==> src/rtl/sdram_seq_pkg.sv <==
package sdram_seq_pkg;

    // {cs_n, ras_n, cas_n, we_n}
    typedef enum logic [3:0] {
        CMD_MRS = 4'b0000,
        CMD_REF = 4'b0001,
        CMD_PRE = 4'b0010,
        CMD_ACT = 4'b0011,
        CMD_WR  = 4'b0100,
        CMD_RD  = 4'b0101,
        CMD_NOP = 4'b0111
    } sd_cmd_e;

    typedef enum logic [2:0] {
        PH_POWER,
        PH_INIT_REF,
        PH_RUN
    } phase_e;

    // One-word bursts, sequential, given latency, single-word writes.
    function automatic logic [10:0] mode_word(input int unsigned cas_lat);
        logic [10:0] w;
        w      = '0;
        w[2:0] = 3'b000;
        w[3]   = 1'b0;
        w[6:4] = cas_lat[2:0];
        w[9]   = 1'b1;
        return w;
    endfunction

    function automatic int unsigned max2(input int unsigned a, input int unsigned b);
        return (a > b) ? a : b;
    endfunction

endpackage

==> src/rtl/sdram_bank_track.sv <==
module sdram_bank_track #(
    parameter int ROW_W = 12,
    parameter int T_RCD = 2,
    parameter int T_RAS = 5,
    parameter int T_RC  = 7,
    parameter int T_RP  = 2,
    parameter int T_RDL = 2,
    parameter int CW    = 4
) (
    input  logic             clk,
    input  logic             rst,
    input  logic             ev_act,
    input  logic             ev_pre,
    input  logic             ev_col,
    input  logic             ev_wr,
    input  logic [ROW_W-1:0] act_row,
    output logic             is_open,
    output logic [ROW_W-1:0] open_row,
    output logic             can_act,
    output logic             can_col,
    output logic             can_pre
);
    localparam logic [CW-1:0] RC_L  = CW'(T_RC - 1);
    localparam logic [CW-1:0] RCD_L = CW'(T_RCD - 1);
    localparam logic [CW-1:0] RAS_L = CW'(T_RAS - 1);
    localparam logic [CW-1:0] RP_L  = CW'(T_RP - 1);
    localparam logic [CW-1:0] RDL_L = CW'(T_RDL - 1);

    logic [CW-1:0] act_cnt, col_cnt, pre_cnt;
    logic [CW-1:0] act_dec, col_dec, pre_dec;

    assign act_dec = (act_cnt != '0) ? act_cnt - 1'b1 : '0;
    assign col_dec = (col_cnt != '0) ? col_cnt - 1'b1 : '0;
    assign pre_dec = (pre_cnt != '0) ? pre_cnt - 1'b1 : '0;

    always_ff @(posedge clk) begin
        if (rst) begin
            is_open  <= 1'b0;
            open_row <= '0;
            act_cnt  <= '0;
            col_cnt  <= '0;
            pre_cnt  <= '0;
        end else begin
            act_cnt <= act_dec;
            col_cnt <= col_dec;
            pre_cnt <= pre_dec;
            if (ev_act) begin
                is_open  <= 1'b1;
                open_row <= act_row;
                act_cnt  <= RC_L;
                col_cnt  <= RCD_L;
                pre_cnt  <= RAS_L;
            end
            if (ev_pre) begin
                is_open <= 1'b0;
                act_cnt <= (act_dec > RP_L) ? act_dec : RP_L;
            end
            if (ev_wr) begin
                pre_cnt <= (pre_dec > RDL_L) ? pre_dec : RDL_L;
            end
        end
    end

    assign can_act = (act_cnt == '0);
    assign can_col = (col_cnt == '0);
    assign can_pre = (pre_cnt == '0);

    // a row is opened only in a closed bank, and only after its wait ran out
    a_r5_act_closed_bank: assert property (@(posedge clk) disable iff (rst)
        ev_act |-> (!is_open && can_act));
    // column commands land only on an open row
    a_r6_col_on_open_row: assert property (@(posedge clk) disable iff (rst)
        ev_col |-> is_open);
    // an open row is closed only after its active/write-recovery windows
    a_r5_pre_after_windows: assert property (@(posedge clk) disable iff (rst)
        (ev_pre && is_open) |-> can_pre);
endmodule

==> src/rtl/sdram_refresh_timer.sv <==
module sdram_refresh_timer #(
    parameter int INTERVAL = 780
) (
    input  logic clk,
    input  logic rst,
    input  logic run,
    input  logic ack,
    output logic due
);
    localparam int TW = $clog2(INTERVAL + 1);
    localparam logic [TW-1:0] LAST = TW'(INTERVAL - 1);

    logic [TW-1:0] tick;

    always_ff @(posedge clk) begin
        if (rst) begin
            tick <= '0;
            due  <= 1'b0;
        end else if (run) begin
            if (tick == LAST) begin
                tick <= '0;
                due  <= 1'b1;
            end else begin
                tick <= tick + 1'b1;
                if (ack) due <= 1'b0;
            end
        end
    end

    // a request is only withdrawn by the refresh that serves it
    a_r7_due_held: assert property (@(posedge clk) disable iff (rst)
        (due && !ack) |=> due);
endmodule

==> src/rtl/sdram_cmd_sched.sv <==
module sdram_cmd_sched
    import sdram_seq_pkg::*;
#(
    parameter int NB        = 4,
    parameter int ROW_W     = 12,
    parameter int COL_W     = 8,
    parameter int DATA_W    = 32,
    parameter int CAS_LAT   = 3,
    parameter int T_INIT    = 20000,
    parameter int INIT_REFS = 2,
    parameter int T_RP      = 2,
    parameter int T_RC      = 7,
    parameter int T_RRD     = 2,
    parameter int T_MRD     = 2,
    parameter int CW        = 4,
    localparam int ADDR_W   = 2 + ROW_W + COL_W
) (
    input  logic                       clk,
    input  logic                       rst,
    input  logic                       req_valid,
    input  logic                       req_write,
    input  logic [ADDR_W-1:0]          req_addr,
    input  logic [DATA_W-1:0]          req_wdata,
    output logic                       req_ready,
    input  logic                       ref_due,
    output logic                       ref_ack,
    output logic                       run_phase,
    input  logic [NB-1:0]              bk_open,
    input  logic [NB-1:0][ROW_W-1:0]   bk_row,
    input  logic [NB-1:0]              bk_can_act,
    input  logic [NB-1:0]              bk_can_col,
    input  logic [NB-1:0]              bk_can_pre,
    output logic [NB-1:0]              ev_act,
    output logic [NB-1:0]              ev_pre,
    output logic [NB-1:0]              ev_col,
    output logic [NB-1:0]              ev_wr,
    output sd_cmd_e                    nx_cmd,
    output logic [1:0]                 nx_ba,
    output logic [ROW_W-1:0]           nx_addr,
    output logic [DATA_W-1:0]          nx_wdata,
    output logic                       nx_oe,
    output logic                       nx_rd
);
    localparam int IW = $clog2(T_INIT + 1);
    localparam int RW = $clog2(INIT_REFS + 2);
    localparam logic [CW-1:0] RP_L  = CW'(T_RP - 1);
    localparam logic [CW-1:0] RC_L  = CW'(T_RC - 1);
    localparam logic [CW-1:0] MRD_L = CW'(T_MRD - 1);
    localparam logic [CW-1:0] RRD_L = CW'(T_RRD - 1);
    localparam logic [CW-1:0] CL_L  = CW'(CAS_LAT);

    phase_e          phase;
    logic [IW-1:0]   init_cnt;
    logic [RW-1:0]   refs_left;
    logic [CW-1:0]   gwait, rrd_cnt, turn_cnt;
    logic            nx_all;

    logic [1:0]       rq_bank;
    logic [ROW_W-1:0] rq_row;
    logic [COL_W-1:0] rq_col;
    logic             all_pre_ok, all_act_ok;

    assign rq_bank = req_addr[ADDR_W-1 -: 2];
    assign rq_row  = req_addr[COL_W +: ROW_W];
    assign rq_col  = req_addr[COL_W-1:0];
    assign all_pre_ok = &(~bk_open | bk_can_pre);
    assign all_act_ok = &bk_can_act;
    assign run_phase  = (phase == PH_RUN);
    assign nx_wdata   = req_wdata;

    always_comb begin
        nx_cmd    = CMD_NOP;
        nx_ba     = '0;
        nx_addr   = '0;
        nx_oe     = 1'b0;
        nx_rd     = 1'b0;
        nx_all    = 1'b0;
        ev_act    = '0;
        ev_pre    = '0;
        ev_col    = '0;
        ev_wr     = '0;
        req_ready = 1'b0;
        ref_ack   = 1'b0;
        unique case (phase)
            PH_POWER: begin
                if (init_cnt == '0) begin
                    nx_cmd      = CMD_PRE;
                    nx_addr[10] = 1'b1;
                    nx_all      = 1'b1;
                    ev_pre      = '1;
                end
            end
            PH_INIT_REF: begin
                if (gwait == '0) begin
                    if (refs_left != '0) begin
                        nx_cmd = CMD_REF;
                    end else begin
                        nx_cmd        = CMD_MRS;
                        nx_addr[10:0] = mode_word(CAS_LAT);
                    end
                end
            end
            default: begin
                if (gwait == '0) begin
                    if (ref_due) begin
                        if (|bk_open) begin
                            if (all_pre_ok) begin
                                nx_cmd      = CMD_PRE;
                                nx_addr[10] = 1'b1;
                                nx_all      = 1'b1;
                                ev_pre      = '1;
                            end
                        end else if (all_act_ok) begin
                            nx_cmd  = CMD_REF;
                            ref_ack = 1'b1;
                        end
                    end else if (req_valid) begin
                        nx_ba = rq_bank;
                        if (bk_open[rq_bank] && bk_row[rq_bank] == rq_row) begin
                            if (bk_can_col[rq_bank] && (!req_write || turn_cnt == '0)) begin
                                nx_cmd            = req_write ? CMD_WR : CMD_RD;
                                nx_addr[COL_W-1:0] = rq_col;
                                nx_oe             = req_write;
                                nx_rd             = !req_write;
                                req_ready         = 1'b1;
                                ev_col[rq_bank]   = 1'b1;
                                ev_wr[rq_bank]    = req_write;
                            end
                        end else if (bk_open[rq_bank]) begin
                            if (bk_can_pre[rq_bank]) begin
                                nx_cmd          = CMD_PRE;
                                ev_pre[rq_bank] = 1'b1;
                            end
                        end else if (bk_can_act[rq_bank] && rrd_cnt == '0) begin
                            nx_cmd          = CMD_ACT;
                            nx_addr         = rq_row;
                            ev_act[rq_bank] = 1'b1;
                        end
                    end
                end
            end
        endcase
    end

    always_ff @(posedge clk) begin
        if (rst) begin
            phase     <= PH_POWER;
            init_cnt  <= IW'(T_INIT);
            refs_left <= RW'(INIT_REFS);
            gwait     <= '0;
            rrd_cnt   <= '0;
            turn_cnt  <= '0;
        end else begin
            if (init_cnt != '0) init_cnt <= init_cnt - 1'b1;
            gwait    <= (gwait    != '0) ? gwait    - 1'b1 : '0;
            rrd_cnt  <= (rrd_cnt  != '0) ? rrd_cnt  - 1'b1 : '0;
            turn_cnt <= (turn_cnt != '0) ? turn_cnt - 1'b1 : '0;
            unique case (nx_cmd)
                CMD_PRE: begin
                    if (nx_all) gwait <= RP_L;
                    if (phase == PH_POWER) phase <= PH_INIT_REF;
                end
                CMD_REF: begin
                    gwait <= RC_L;
                    if (phase == PH_INIT_REF) refs_left <= refs_left - 1'b1;
                end
                CMD_MRS: begin
                    gwait <= MRD_L;
                    phase <= PH_RUN;
                end
                CMD_ACT: rrd_cnt  <= RRD_L;
                CMD_RD:  turn_cnt <= CL_L;
                default: ;
            endcase
        end
    end

    // refresh outranks any user request while it is pending
    a_r7_ref_priority: assert property (@(posedge clk) disable iff (rst)
        (ref_due && phase == PH_RUN) |-> !req_ready);
    // nothing is accepted before the device is programmed
    a_r1_no_accept_early: assert property (@(posedge clk) disable iff (rst)
        (phase != PH_RUN) |-> !req_ready);
endmodule

==> src/rtl/sdram_sequencer.sv <==
module sdram_sequencer
    import sdram_seq_pkg::*;
#(
    parameter int ROW_W        = 12,
    parameter int COL_W        = 8,
    parameter int DATA_W       = 32,
    parameter int CAS_LAT      = 3,
    parameter int T_INIT       = 20000,
    parameter int INIT_REFS    = 2,
    parameter int REF_INTERVAL = 780,
    parameter int T_RP         = 2,
    parameter int T_RCD        = 2,
    parameter int T_RAS        = 5,
    parameter int T_RC         = 7,
    parameter int T_RRD        = 2,
    parameter int T_RDL        = 2,
    parameter int T_MRD        = 2,
    localparam int NB          = 4,
    localparam int ADDR_W      = 2 + ROW_W + COL_W,
    localparam int MW          = DATA_W / 8
) (
    input  logic              clk,
    input  logic              rst,
    input  logic              req_valid,
    output logic              req_ready,
    input  logic              req_write,
    input  logic [ADDR_W-1:0] req_addr,
    input  logic [DATA_W-1:0] req_wdata,
    output logic              rsp_valid,
    output logic [DATA_W-1:0] rsp_data,
    output logic              sd_cke,
    output logic              sd_cs_n,
    output logic              sd_ras_n,
    output logic              sd_cas_n,
    output logic              sd_we_n,
    output logic [1:0]        sd_ba,
    output logic [ROW_W-1:0]  sd_addr,
    output logic [MW-1:0]     sd_dqm,
    output logic [DATA_W-1:0] sd_dq_out,
    output logic              sd_dq_oe,
    input  logic [DATA_W-1:0] sd_dq_in
);
    localparam int TMAX = max2(max2(max2(T_RC, T_RAS), max2(T_RP, T_RDL)),
                               max2(max2(T_RCD, T_RRD), max2(T_MRD, CAS_LAT + 1)));
    localparam int CW   = $clog2(TMAX + 1) + 1;

    logic [NB-1:0]            bk_open, bk_can_act, bk_can_col, bk_can_pre;
    logic [NB-1:0][ROW_W-1:0] bk_row;
    logic [NB-1:0]            ev_act, ev_pre, ev_col, ev_wr;
    sd_cmd_e                  nx_cmd, cmd_q;
    logic [1:0]               nx_ba;
    logic [ROW_W-1:0]         nx_addr;
    logic [DATA_W-1:0]        nx_wdata;
    logic                     nx_oe, nx_rd;
    logic                     ref_due, ref_ack, run_phase;
    logic [CAS_LAT:0]         rd_pipe;

    sdram_refresh_timer #(.INTERVAL(REF_INTERVAL)) u_refresh (
        .clk(clk), .rst(rst), .run(run_phase), .ack(ref_ack), .due(ref_due)
    );

    sdram_cmd_sched #(
        .NB(NB), .ROW_W(ROW_W), .COL_W(COL_W), .DATA_W(DATA_W),
        .CAS_LAT(CAS_LAT), .T_INIT(T_INIT), .INIT_REFS(INIT_REFS),
        .T_RP(T_RP), .T_RC(T_RC), .T_RRD(T_RRD), .T_MRD(T_MRD), .CW(CW)
    ) u_sched (
        .clk(clk), .rst(rst),
        .req_valid(req_valid), .req_write(req_write), .req_addr(req_addr),
        .req_wdata(req_wdata), .req_ready(req_ready),
        .ref_due(ref_due), .ref_ack(ref_ack), .run_phase(run_phase),
        .bk_open(bk_open), .bk_row(bk_row), .bk_can_act(bk_can_act),
        .bk_can_col(bk_can_col), .bk_can_pre(bk_can_pre),
        .ev_act(ev_act), .ev_pre(ev_pre), .ev_col(ev_col), .ev_wr(ev_wr),
        .nx_cmd(nx_cmd), .nx_ba(nx_ba), .nx_addr(nx_addr),
        .nx_wdata(nx_wdata), .nx_oe(nx_oe), .nx_rd(nx_rd)
    );

    for (genvar b = 0; b < NB; b++) begin : g_bank
        sdram_bank_track #(
            .ROW_W(ROW_W), .T_RCD(T_RCD), .T_RAS(T_RAS), .T_RC(T_RC),
            .T_RP(T_RP), .T_RDL(T_RDL), .CW(CW)
        ) u_track (
            .clk(clk), .rst(rst),
            .ev_act(ev_act[b]), .ev_pre(ev_pre[b]), .ev_col(ev_col[b]),
            .ev_wr(ev_wr[b]), .act_row(nx_addr),
            .is_open(bk_open[b]), .open_row(bk_row[b]),
            .can_act(bk_can_act[b]), .can_col(bk_can_col[b]),
            .can_pre(bk_can_pre[b])
        );
    end

    always_ff @(posedge clk) begin
        if (rst) begin
            cmd_q     <= CMD_NOP;
            sd_ba     <= '0;
            sd_addr   <= '0;
            sd_dq_out <= '0;
            sd_dq_oe  <= 1'b0;
            sd_dqm    <= '1;
            sd_cke    <= 1'b0;
            rd_pipe   <= '0;
            rsp_valid <= 1'b0;
            rsp_data  <= '0;
        end else begin
            cmd_q     <= nx_cmd;
            sd_ba     <= nx_ba;
            sd_addr   <= nx_addr;
            sd_dq_out <= nx_oe ? nx_wdata : '0;
            sd_dq_oe  <= nx_oe;
            sd_dqm    <= run_phase ? '0 : '1;
            sd_cke    <= 1'b1;
            rd_pipe   <= {rd_pipe[CAS_LAT-1:0], nx_rd};
            rsp_valid <= rd_pipe[CAS_LAT];
            if (rd_pipe[CAS_LAT]) rsp_data <= sd_dq_in;
        end
    end

    assign {sd_cs_n, sd_ras_n, sd_cas_n, sd_we_n} = cmd_q;

    // refresh only reaches the bus with every bank closed
    a_r7_ref_banks_closed: assert property (@(posedge clk) disable iff (rst)
        (cmd_q == CMD_REF) |-> (bk_open == '0));
    // the cycle after a mode register set is idle
    a_r2_mrs_gap: assert property (@(posedge clk) disable iff (rst)
        (cmd_q == CMD_MRS) |=> (cmd_q == CMD_NOP));
    // the cycle after a refresh is idle
    a_r7_ref_gap: assert property (@(posedge clk) disable iff (rst)
        (cmd_q == CMD_REF) |=> (cmd_q == CMD_NOP));
    // the data bus is driven only with a write command
    a_r9_oe_only_write: assert property (@(posedge clk) disable iff (rst)
        sd_dq_oe |-> (cmd_q == CMD_WR));
    // column commands go out unmasked
    a_r10_col_unmasked: assert property (@(posedge clk) disable iff (rst)
        (cmd_q == CMD_RD || cmd_q == CMD_WR) |-> (sd_dqm == '0));
    // responses are single-cycle pulses for back-to-back-free reads
    a_r8_rsp_from_pipe: assert property (@(posedge clk) disable iff (rst)
        rsp_valid |-> $past(rd_pipe[CAS_LAT]));
endmodule

==> config.mk <==
export PLATFORM = sky130hd
export DESIGN_NAME = sdram_sequencer
export DESIGN_NICKNAME = d
export VERILOG_FILES = /design/src/rtl/sdram_seq_pkg.sv /design/src/rtl/sdram_bank_track.sv /design/src/rtl/sdram_refresh_timer.sv /design/src/rtl/sdram_cmd_sched.sv /design/src/rtl/sdram_sequencer.sv
export SDC_FILE = /design/constraint.sdc
export NUM_CORES = 1
export LEC_CHECK = 0
export ABC_AREA = 1
export BUFFER_PORTS_ARGS = -buffer_cell sky130_fd_sc_hd__buf_2
export CAP_MARGIN = 5
export CORE_MARGIN = 3
export CORE_UTILIZATION = 51
export DETAILED_ROUTE_END_ITERATION = 10
export PLACE_DENSITY = 0.77
export SETUP_SLACK_MARGIN = 0.5
export SLEW_MARGIN = 20
export SYNTH_ARGS = -nofsm -noshare
export SYNTH_HDL_FRONTEND = slang
export SYNTH_SLANG_ARGS = --single-unit
export TNS_END_PERCENT = 100
==> constraint.sdc <==
create_clock -name clk -period 2.35 [get_ports clk]
set_input_delay 0.1175 -clock clk [delete_from_list [all_inputs] [get_ports clk]]
set_output_delay 0.1175 -clock clk [all_outputs]
set_load 0.03 [all_outputs]
Word-level counts from Yosys, hierarchy flattened
Index checks and enable logic that the tools add are counted.
W data, S select, Z words.
{"block": "classes", "addsub": 18, "order_cmp": 10, "n_eq_ne": 9, "muxes": 144, "n_bitwise": 14, "reduce_logical": 63}
{"cell": "$mux W4", "n": 65}
{"cell": "$mux W12", "n": 6}
{"cell": "$logic_not A4 Y1", "n": 16}
{"cell": "$reduce_bool A4 Y1", "n": 15}
{"cell": "$sub A4 B1 Y4 const B", "n": 15}
{"cell": "$mux W1", "n": 45}
{"cell": "$gt A4 B1 Y1 const B", "n": 8}
{"cell": "$mux W10", "n": 3}
{"cell": "$bmux W12 S2", "n": 1}
{"cell": "$mux W3", "n": 7}
{"cell": "$pmux W10 S2", "n": 1}
{"cell": "$reduce_or A3 Y1", "n": 6}
{"cell": "$mux W8", "n": 2}
{"cell": "$pmux W4 S2", "n": 2}
{"cell": "$logic_not A15 Y1", "n": 1}
{"cell": "$reduce_bool A15 Y1", "n": 1}
{"cell": "$sub A15 B1 Y15 const B", "n": 1}
{"cell": "$eq A12 B12 Y1", "n": 1}
{"cell": "$pmux W4 S3", "n": 1}
{"cell": "$reduce_or A2 Y1", "n": 6}
{"cell": "$mux W11", "n": 1}
{"cell": "$not A1 Y1", "n": 11}
{"cell": "$add A10 B1 Y10 const B", "n": 1}
{"cell": "$eq A10 B10 Y1 const B", "n": 1}
{"cell": "other kinds (27)", "n": 41}
{"block": "totals", "ff_bits": 236, "input_bits": 90, "output_inout_bits": 90, "elab_cells": 303}

Depth between registers and ports, before layout
{"block": "logic_depth", "depth_word": 14, "mapped_depth": 21, "depth_no_buf": 19}

Hierarchy
From an unflattened synthesis, not the netlist that was laid out.
{"block": "hier_totals", "hier_cells": 1543, "area_unflattened_um2": 10493.8}
{"mod": "sdram_bank_track", "instances": 4, "cells_per_inst": 133, "area_per_inst_um2": 975.9, "seq_area_each_um2": 500.5}
{"mod": "sdram_cmd_sched", "instances": 1, "cells_per_inst": 546, "area_per_inst_um2": 3071.7, "seq_area_each_um2": 620.6}
{"mod": "sdram_sequencer", "instances": 1, "cells_per_inst": 379, "area_per_inst_um2": 2936.6, "seq_area_each_um2": 1801.7}
{"mod": "sdram_refresh_timer", "instances": 1, "cells_per_inst": 86, "area_per_inst_um2": 581.8, "seq_area_each_um2": 220.2}

Worst setup path after synthesis
No wires, ideal clock.
{"block": "synth_path", "path_kind": "register -> register", "startpoint": "register g_bank[0].u_track.act_cnt[0]", "endpoint": "register g_bank[0].u_track.open_row[9]", "setup_ps": 115, "t_arrival_ps": 2079, "required_ps": 2235, "slack_ps": 156, "path_stages_with_launch": 15, "path_buffers": 1, "synth_period_minus_slack_ps": 2194, "cell_sequence": "dfxtp_1 -> inv_1 -> ha_1 -> inv_1 -> nor3_1 -> o21ai_0 -> nor2_1 -> nand2_2 -> buf_6 -> nor3_2 -> inv_2 -> nand2_4 -> inv_2 -> o22ai_1 -> inv_1"}
{"block": "synth_between", "elab_chain_cells": 12, "word_cells_on_any_way": 19, "cone_classes": "mux (17); reduce/logical (2)"}
{"item": "start: declaration", "line_no": "sdram_bank_track.sv:29", "source": "logic [CW-1:0] act_cnt, col_cnt, pre_cnt;"}
{"item": "start signal: assignment", "line_no": "sdram_bank_track.sv:44", "source": "act_cnt <= act_dec;"}
{"item": "start signal: assignment", "line_no": "sdram_bank_track.sv:56", "source": "act_cnt <= (act_dec > RP_L) ? act_dec : RP_L;"}
{"item": "$logic_not A4 Y1 (*)", "line_no": "sdram_bank_track.sv:64", "source": "assign can_act = (act_cnt == '0);"}
{"item": "$bmux W1 S2 (*)", "line_no": "sdram_cmd_sched.sv:134", "source": "end else if (bk_can_act[rq_bank] && rrd_cnt == '0) begin"}
{"item": "$mux W1 (not written as such) (*)", "line_no": "sdram_cmd_sched.sv:134"}
{"item": "$logic_and A1 B1 Y1 (*)", "line_no": "sdram_cmd_sched.sv:134"}
{"item": "$mux W12", "line_no": "sdram_cmd_sched.sv:134"}
{"item": "$mux W12", "line_no": "sdram_cmd_sched.sv:129", "source": "end else if (bk_open[rq_bank]) begin"}
{"item": "$mux W12", "line_no": "sdram_cmd_sched.sv:84", "source": "unique case (phase)"}
{"item": "$mux W4", "line_no": "sdram_cmd_sched.sv:119", "source": "if (bk_open[rq_bank] && bk_row[rq_bank] == rq_row) begin"}
{"item": "$mux W12", "line_no": "sdram_cmd_sched.sv:117", "source": "end else if (req_valid) begin"}
{"item": "$mux W10", "line_no": "sdram_cmd_sched.sv:105", "source": "if (ref_due) begin"}
{"item": "$mux W12", "line_no": "sdram_cmd_sched.sv:104", "source": "if (gwait == '0) begin"}
{"item": "$pmux W10 S2", "line_no": "sdram_cmd_sched.sv:84"}
{"item": "end signal: assignment", "line_no": "sdram_bank_track.sv:49", "source": "open_row <= act_row;"}
{"item": "end: declaration", "line_no": "sdram_bank_track.sv:18", "source": "output logic [ROW_W-1:0] open_row,"}
Every way passes the cells marked *; elsewhere a longest branch is shown, timed or not. The select of a mux whose other input is x is not followed.
A chain may end at the register's enable or synchronous reset.

Worst setup path in the final report
{"block": "layout_path", "startpoint": "register g_bank[2].u_track.open_row[11]", "endpoint": "register sd_dq_out[13]"}
{"block": "layout_between", "elab_chain_cells": 11}
{"item": "start: declaration", "line_no": "sdram_bank_track.sv:18"}
{"item": "start signal: assignment", "line_no": "sdram_bank_track.sv:49"}
{"item": "$bmux W12 S2", "line_no": "sdram_cmd_sched.sv:119"}
{"item": "$mux W12 (not written as such)", "line_no": "sdram_cmd_sched.sv:119"}
{"item": "$eq A12 B12 Y1", "line_no": "sdram_cmd_sched.sv:119"}
{"item": "$logic_and A1 B1 Y1", "line_no": "sdram_cmd_sched.sv:119"}
{"item": "$mux W1", "line_no": "sdram_cmd_sched.sv:119"}
{"item": "$mux W1", "line_no": "sdram_cmd_sched.sv:117"}
{"item": "$mux W1", "line_no": "sdram_cmd_sched.sv:105"}
{"item": "$mux W1", "line_no": "sdram_cmd_sched.sv:104"}
{"item": "$mux W1", "line_no": "sdram_cmd_sched.sv:84"}
{"item": "$not A1 Y1 (no line)"}
{"item": "$reduce_or A2 Y1 (no line)"}
{"item": "end signal: assignment", "line_no": "sdram_sequencer.sv:108", "source": "sd_dq_out <= nx_oe ? nx_wdata : '0;"}
{"item": "end: declaration", "line_no": "sdram_sequencer.sv:39", "source": "output logic [DATA_W-1:0] sd_dq_out,"}
No other way between the ends. The select of a mux whose other input is x is not followed.

==> key figures <==
Global route
  • Initial antenna violation count: 0
  • Vias in the first global route: 11472
  • GRT Total Usage: 32.4%
  • GRT Residual Overflow: 0
  • First-pass GRT wire length: 58.2 mm
  • Largest net degree at the start of global routing: 51

Floorplan
  • Row cnt: 51
  • Die X: 149 um
  • Core Region: 19700 um2
  • Initial Util: 52.6%
  • Die ar.: 22100 um2
  • Die height: 149 um
  • # IOs: 180

Hold path
  • Hold path cells: 3
  • Hold Path Origin: req_addr[5]
  • Hold crit path type: in -> reg

Timing
  • Max Freq: 390 MHz
  • Slew headroom: 47.8%
  • Slew @ Worst Pin: 780 ps
  • RSZ-0062 raised after global routing: yes
  • Setup ws final: -216 ps
  • Clock Skew: 28.3 ps
  • Final hold violation count: 0
  • Post-route minimum period: 2570 ps
  • Final setup fails: 76
  • Fin crit share: 109%
  • Final Slew Violations: 0

Place
  • DP Area: 12100 um2
  • Pre-CTS WS: 65.7 ps
  • # placed instances: 1882
  • DPL Wire Length: 19.5 mm
  • # port buffers: 178
  • GPL Wtd Cong: 0.947

Worst setup path
  • Worst R2R Start: g_bank[2].u_track.open_row[11]$_SDFFE_PP0P_
  • Worst Path Arrival: 3040 ps
  • CP cell instances: nand2_1, nand2_1, nand2_1, nand2_1, nand2_1, nand2_1, nor2_1, nand2_1, nor2_4, nand2_4, buf_4, nor2_4, nand2_8, nor2_4, clkinv_4, buf_4, buf_16, nor2_2
  • R2r worst-path depth: 18
  • Worst reg2reg setup slack: -220 ps
  • Critical Path Source Type: flip-flop
  • Max stage delay on crit path: 330 ps
  • CP max FO: 6
  • Crit path from: g_bank[2].u_track.open_row[11]$_SDFFE_PP0P_
  • Data required, critical path: 2830 ps
  • Crit path kind: reg -> reg
  • Critical path endpoint category: flip-flop
  • CP max stage cell: dfxtp_1
  • CP dominant cell by count: nand2_1

Finish
  • Antenna Cells: 0
  • Finished Cell Area: 16200 um2
  • Util after Layout: 82.1%
  • Post-Layout Cell Count: 2104
  • Area growth, synth to finish: 56.0%
  • Final #Nets: 1944
  • Layout cells sized above 1: 42.8%

Drt
  • M1 WL: 15.0 mm
  • Drt drc: 0
  • Initial DRC count: 1274
  • Routed vias: 12256
  • ANT nets after route: 0
  • Met3 Wirelength: 4.46 mm
  • WL final: 43.7 mm
  • DRT Pass-1 Iters: 8
  • Routed len/inst: 20.8 um
  • Met2 WL post-DR: 20.6 mm
  • Via density: 5.83
  • Top Metal Used: met4

Run
  • Max_cap viols: 0

Logic synthesis
  • Post-Syn Area: 10400 um2
  • Yosys cell types: 48
  • FF+latch count, synth: 231
  • Mux cell area share after synthesis: 0%
  • Adder-Cell Fraction of Synth Area: 3.98%
  • Yosys warns: 0
  • Post-synthesis compound-gate area fraction: 10.4%
  • Post-synth top flop: dfxtp_1
  • Seq/Total Area, Yosys: 44.6%
  • Syn Inst Count: 1406
  • Avg Inst Size Synth: 7.38 um2
  • Synth Area in Simple Gates: 29.1%
  • EDFF count, synth: 0
  • Syn Nets: 1529
  • Main combinational cell family by area after synthesis: simple AND/OR/NAND/NOR gates
  • Async S/R FF share, synth: 0%
  • Post-synthesis xor/xnor area fraction: 1.94%

Power and ir drop
  • Switching share of power: 36.6%
  • Clock share of power: 28.9%
  • Pleak: 7.74 nW
  • Sw Pwr: 5.44 mW
  • Pwr/cell area: 919 nW/um2
  • Combinational power share: 39.8%
  • Internal Power: 9.44 mW
  • Flop pwr share: 31.3%
  • Max rail drop VDD: 0.704 mV

Clock tree
  • H-tree depth: 1
  • TritonCTS buffer count: 24
  • CTS sink count: 231
  • CTS clk-pin slew, worst paths: 70 ps
  • Clk Latency, worst-skew pair: 550 ps
  • CTS tree: built
  • Clock tree root buffer cell: clkbuf_16
  • CTS Buffer Depth: 3

Outcome
  • Status: finished with violations
  • Failing checks: negative setup slack
## registers in the layout, indices dropped and copies added (netlist names), 4 cells and up
name / cells
u_refresh.tick: 10
g_bank.u_track.open_row: 48
g_bank.u_track.act_cnt: 16
u_sched.gwait: 4
g_bank.u_track.pre_cnt: 16
sd_dq_out: 32
rsp_data: 32
g_bank.u_track.is_open: 4
rd_pipe: 4
u_sched.init_cnt: 15
sd_addr: 12
u_sched.rrd_cnt: 4
u_sched.turn_cnt: 4
g_bank.u_track.col_cnt: 16
## synthesized netlist by cell type, types with 4 or more instances
cell | count | area share [%]
nor3_1 | 25 | 1.2
nor2_2 | 37 | 2.2
inv_2 | 10 | 0.36
nand2_2 | 15 | 0.90
xor2_1 | 11 | 0.93
buf_2 | 5 | 0.24
nor2_1 | 188 | 6.8
o21ai_0 | 87 | 4.2
or2_2 | 15 | 0.90
nand3b_1 | 4 | 0.29
o21ai_1 | 10 | 0.48
nand4_1 | 13 | 0.78
nand3_1 | 57 | 2.8
nor3b_1 | 7 | 0.51
a2bb2oi_1 | 9 | 0.76
buf_1 | 4 | 0.14
a21oi_1 | 50 | 2.4
buf_6 | 12 | 1.3
buf_4 | 4 | 0.29
inv_1 | 193 | 7.0
o22ai_1 | 10 | 0.60
o31ai_1 | 4 | 0.29
ha_1 | 33 | 4.0
clkbuf_1 | 14 | 0.51
dfxtp_1 | 231 | 45
xnor2_1 | 12 | 1.0
nand2_1 | 303 | 11
a211oi_1 | 10 | 0.72
## path summary, 6_finish.rpt
kind,to
worst max-delay path,sd_dq_out[13]$_SDFF_PP0_
worst max register to register,sd_dq_out[13]$_SDFF_PP0_
worst min register to register,rd_pipe[2]$_SDFF_PP0_
worst min-delay path,sd_addr[5]$_SDFF_PP0_
## metrics by stage
step	setup TNS [ps]	hold WS, ps	power [mW]
finish	-6880	23.5	14.9
floorplan	0	196	7.23
global placement	0	333	8.09
global route	-9020	38.6	15.4
CTS	0	0.734	13.6
detailed placement	0	338	8.20
## worst max-delay path, delay by kind of cell (launching register included)
family,cells,cell delay [ps]
AND/OR/NAND/NOR,14,1570
buffers and inverters,4,590
flip-flops,1,330
## per-layer routing
layer / vias up / track usage [%]
li1: 5245 / -
met1: 5670 / 38.1
met2: 989 / 55.6
met3: 352 / 6.58
met4: 0 / 17.5
met5: - / 0
## cells by family after synthesis
| family | count (synthesis) |
|---|---|
| buf+inv | 244 |
| flops | 231 |
| fa+ha+maj | 33 |
| xor+xnor | 23 |
| compound gates | 193 |
| simple gates | 681 |
| other cells | 1 |
## area by class of cell
cell class	count	area (um2)
Multi-Input combinational cell	931	6080
Sequential cell	231	4660
Clock inverter	12	188
Inverter	205	840
Clock buffer	32	711
Tap cell	265	332
Fill cell	909	3540
Timing Repair inverter	2	32.5
Timing Repair Buffer	426	3330
## power by group through the flow
stage	clock, mW	sequential, mW	combinational (mW)
3_5_place_dp	0	4.66	3.54
3_3_place_gp	0	4.64	3.45
6_report	4.30	4.65	5.92
2_1_floorplan	0	4.61	2.62
5_1_grt	4.43	4.68	6.30
4_1_cts	4.25	4.60	4.73
## cell usage in the layout, fill, tap and decap left out, types with 19 or more instances in the layout
cell           instances
a21oi_1               24
a21oi_2               26
buf_2                177
buf_4                104
buf_6                 59
clkbuf_16             24
dfxtp_1              200
dfxtp_2               31
dlygate4sd3_1         72
ha_1                  25
inv_1                153
inv_2                 40
nand2_1              240
nand2_2               57
nand3_1               36
nand3_2               19
nor2_1               151
nor2_2                39
nor2_4                37
o21ai_0               47
o21ai_1               25
o21ai_2               20
## repair_timing
action                                  CTS  global route
endpoints found under the hold margin    89             0
endpoints found under the setup margin  155           168
setup buffers                            79            22
pin swaps                                95            66
resized for setup                       249           213
cloned                                    4             1
hold buffers                             72             0
(Power assumes the default switching activity.)
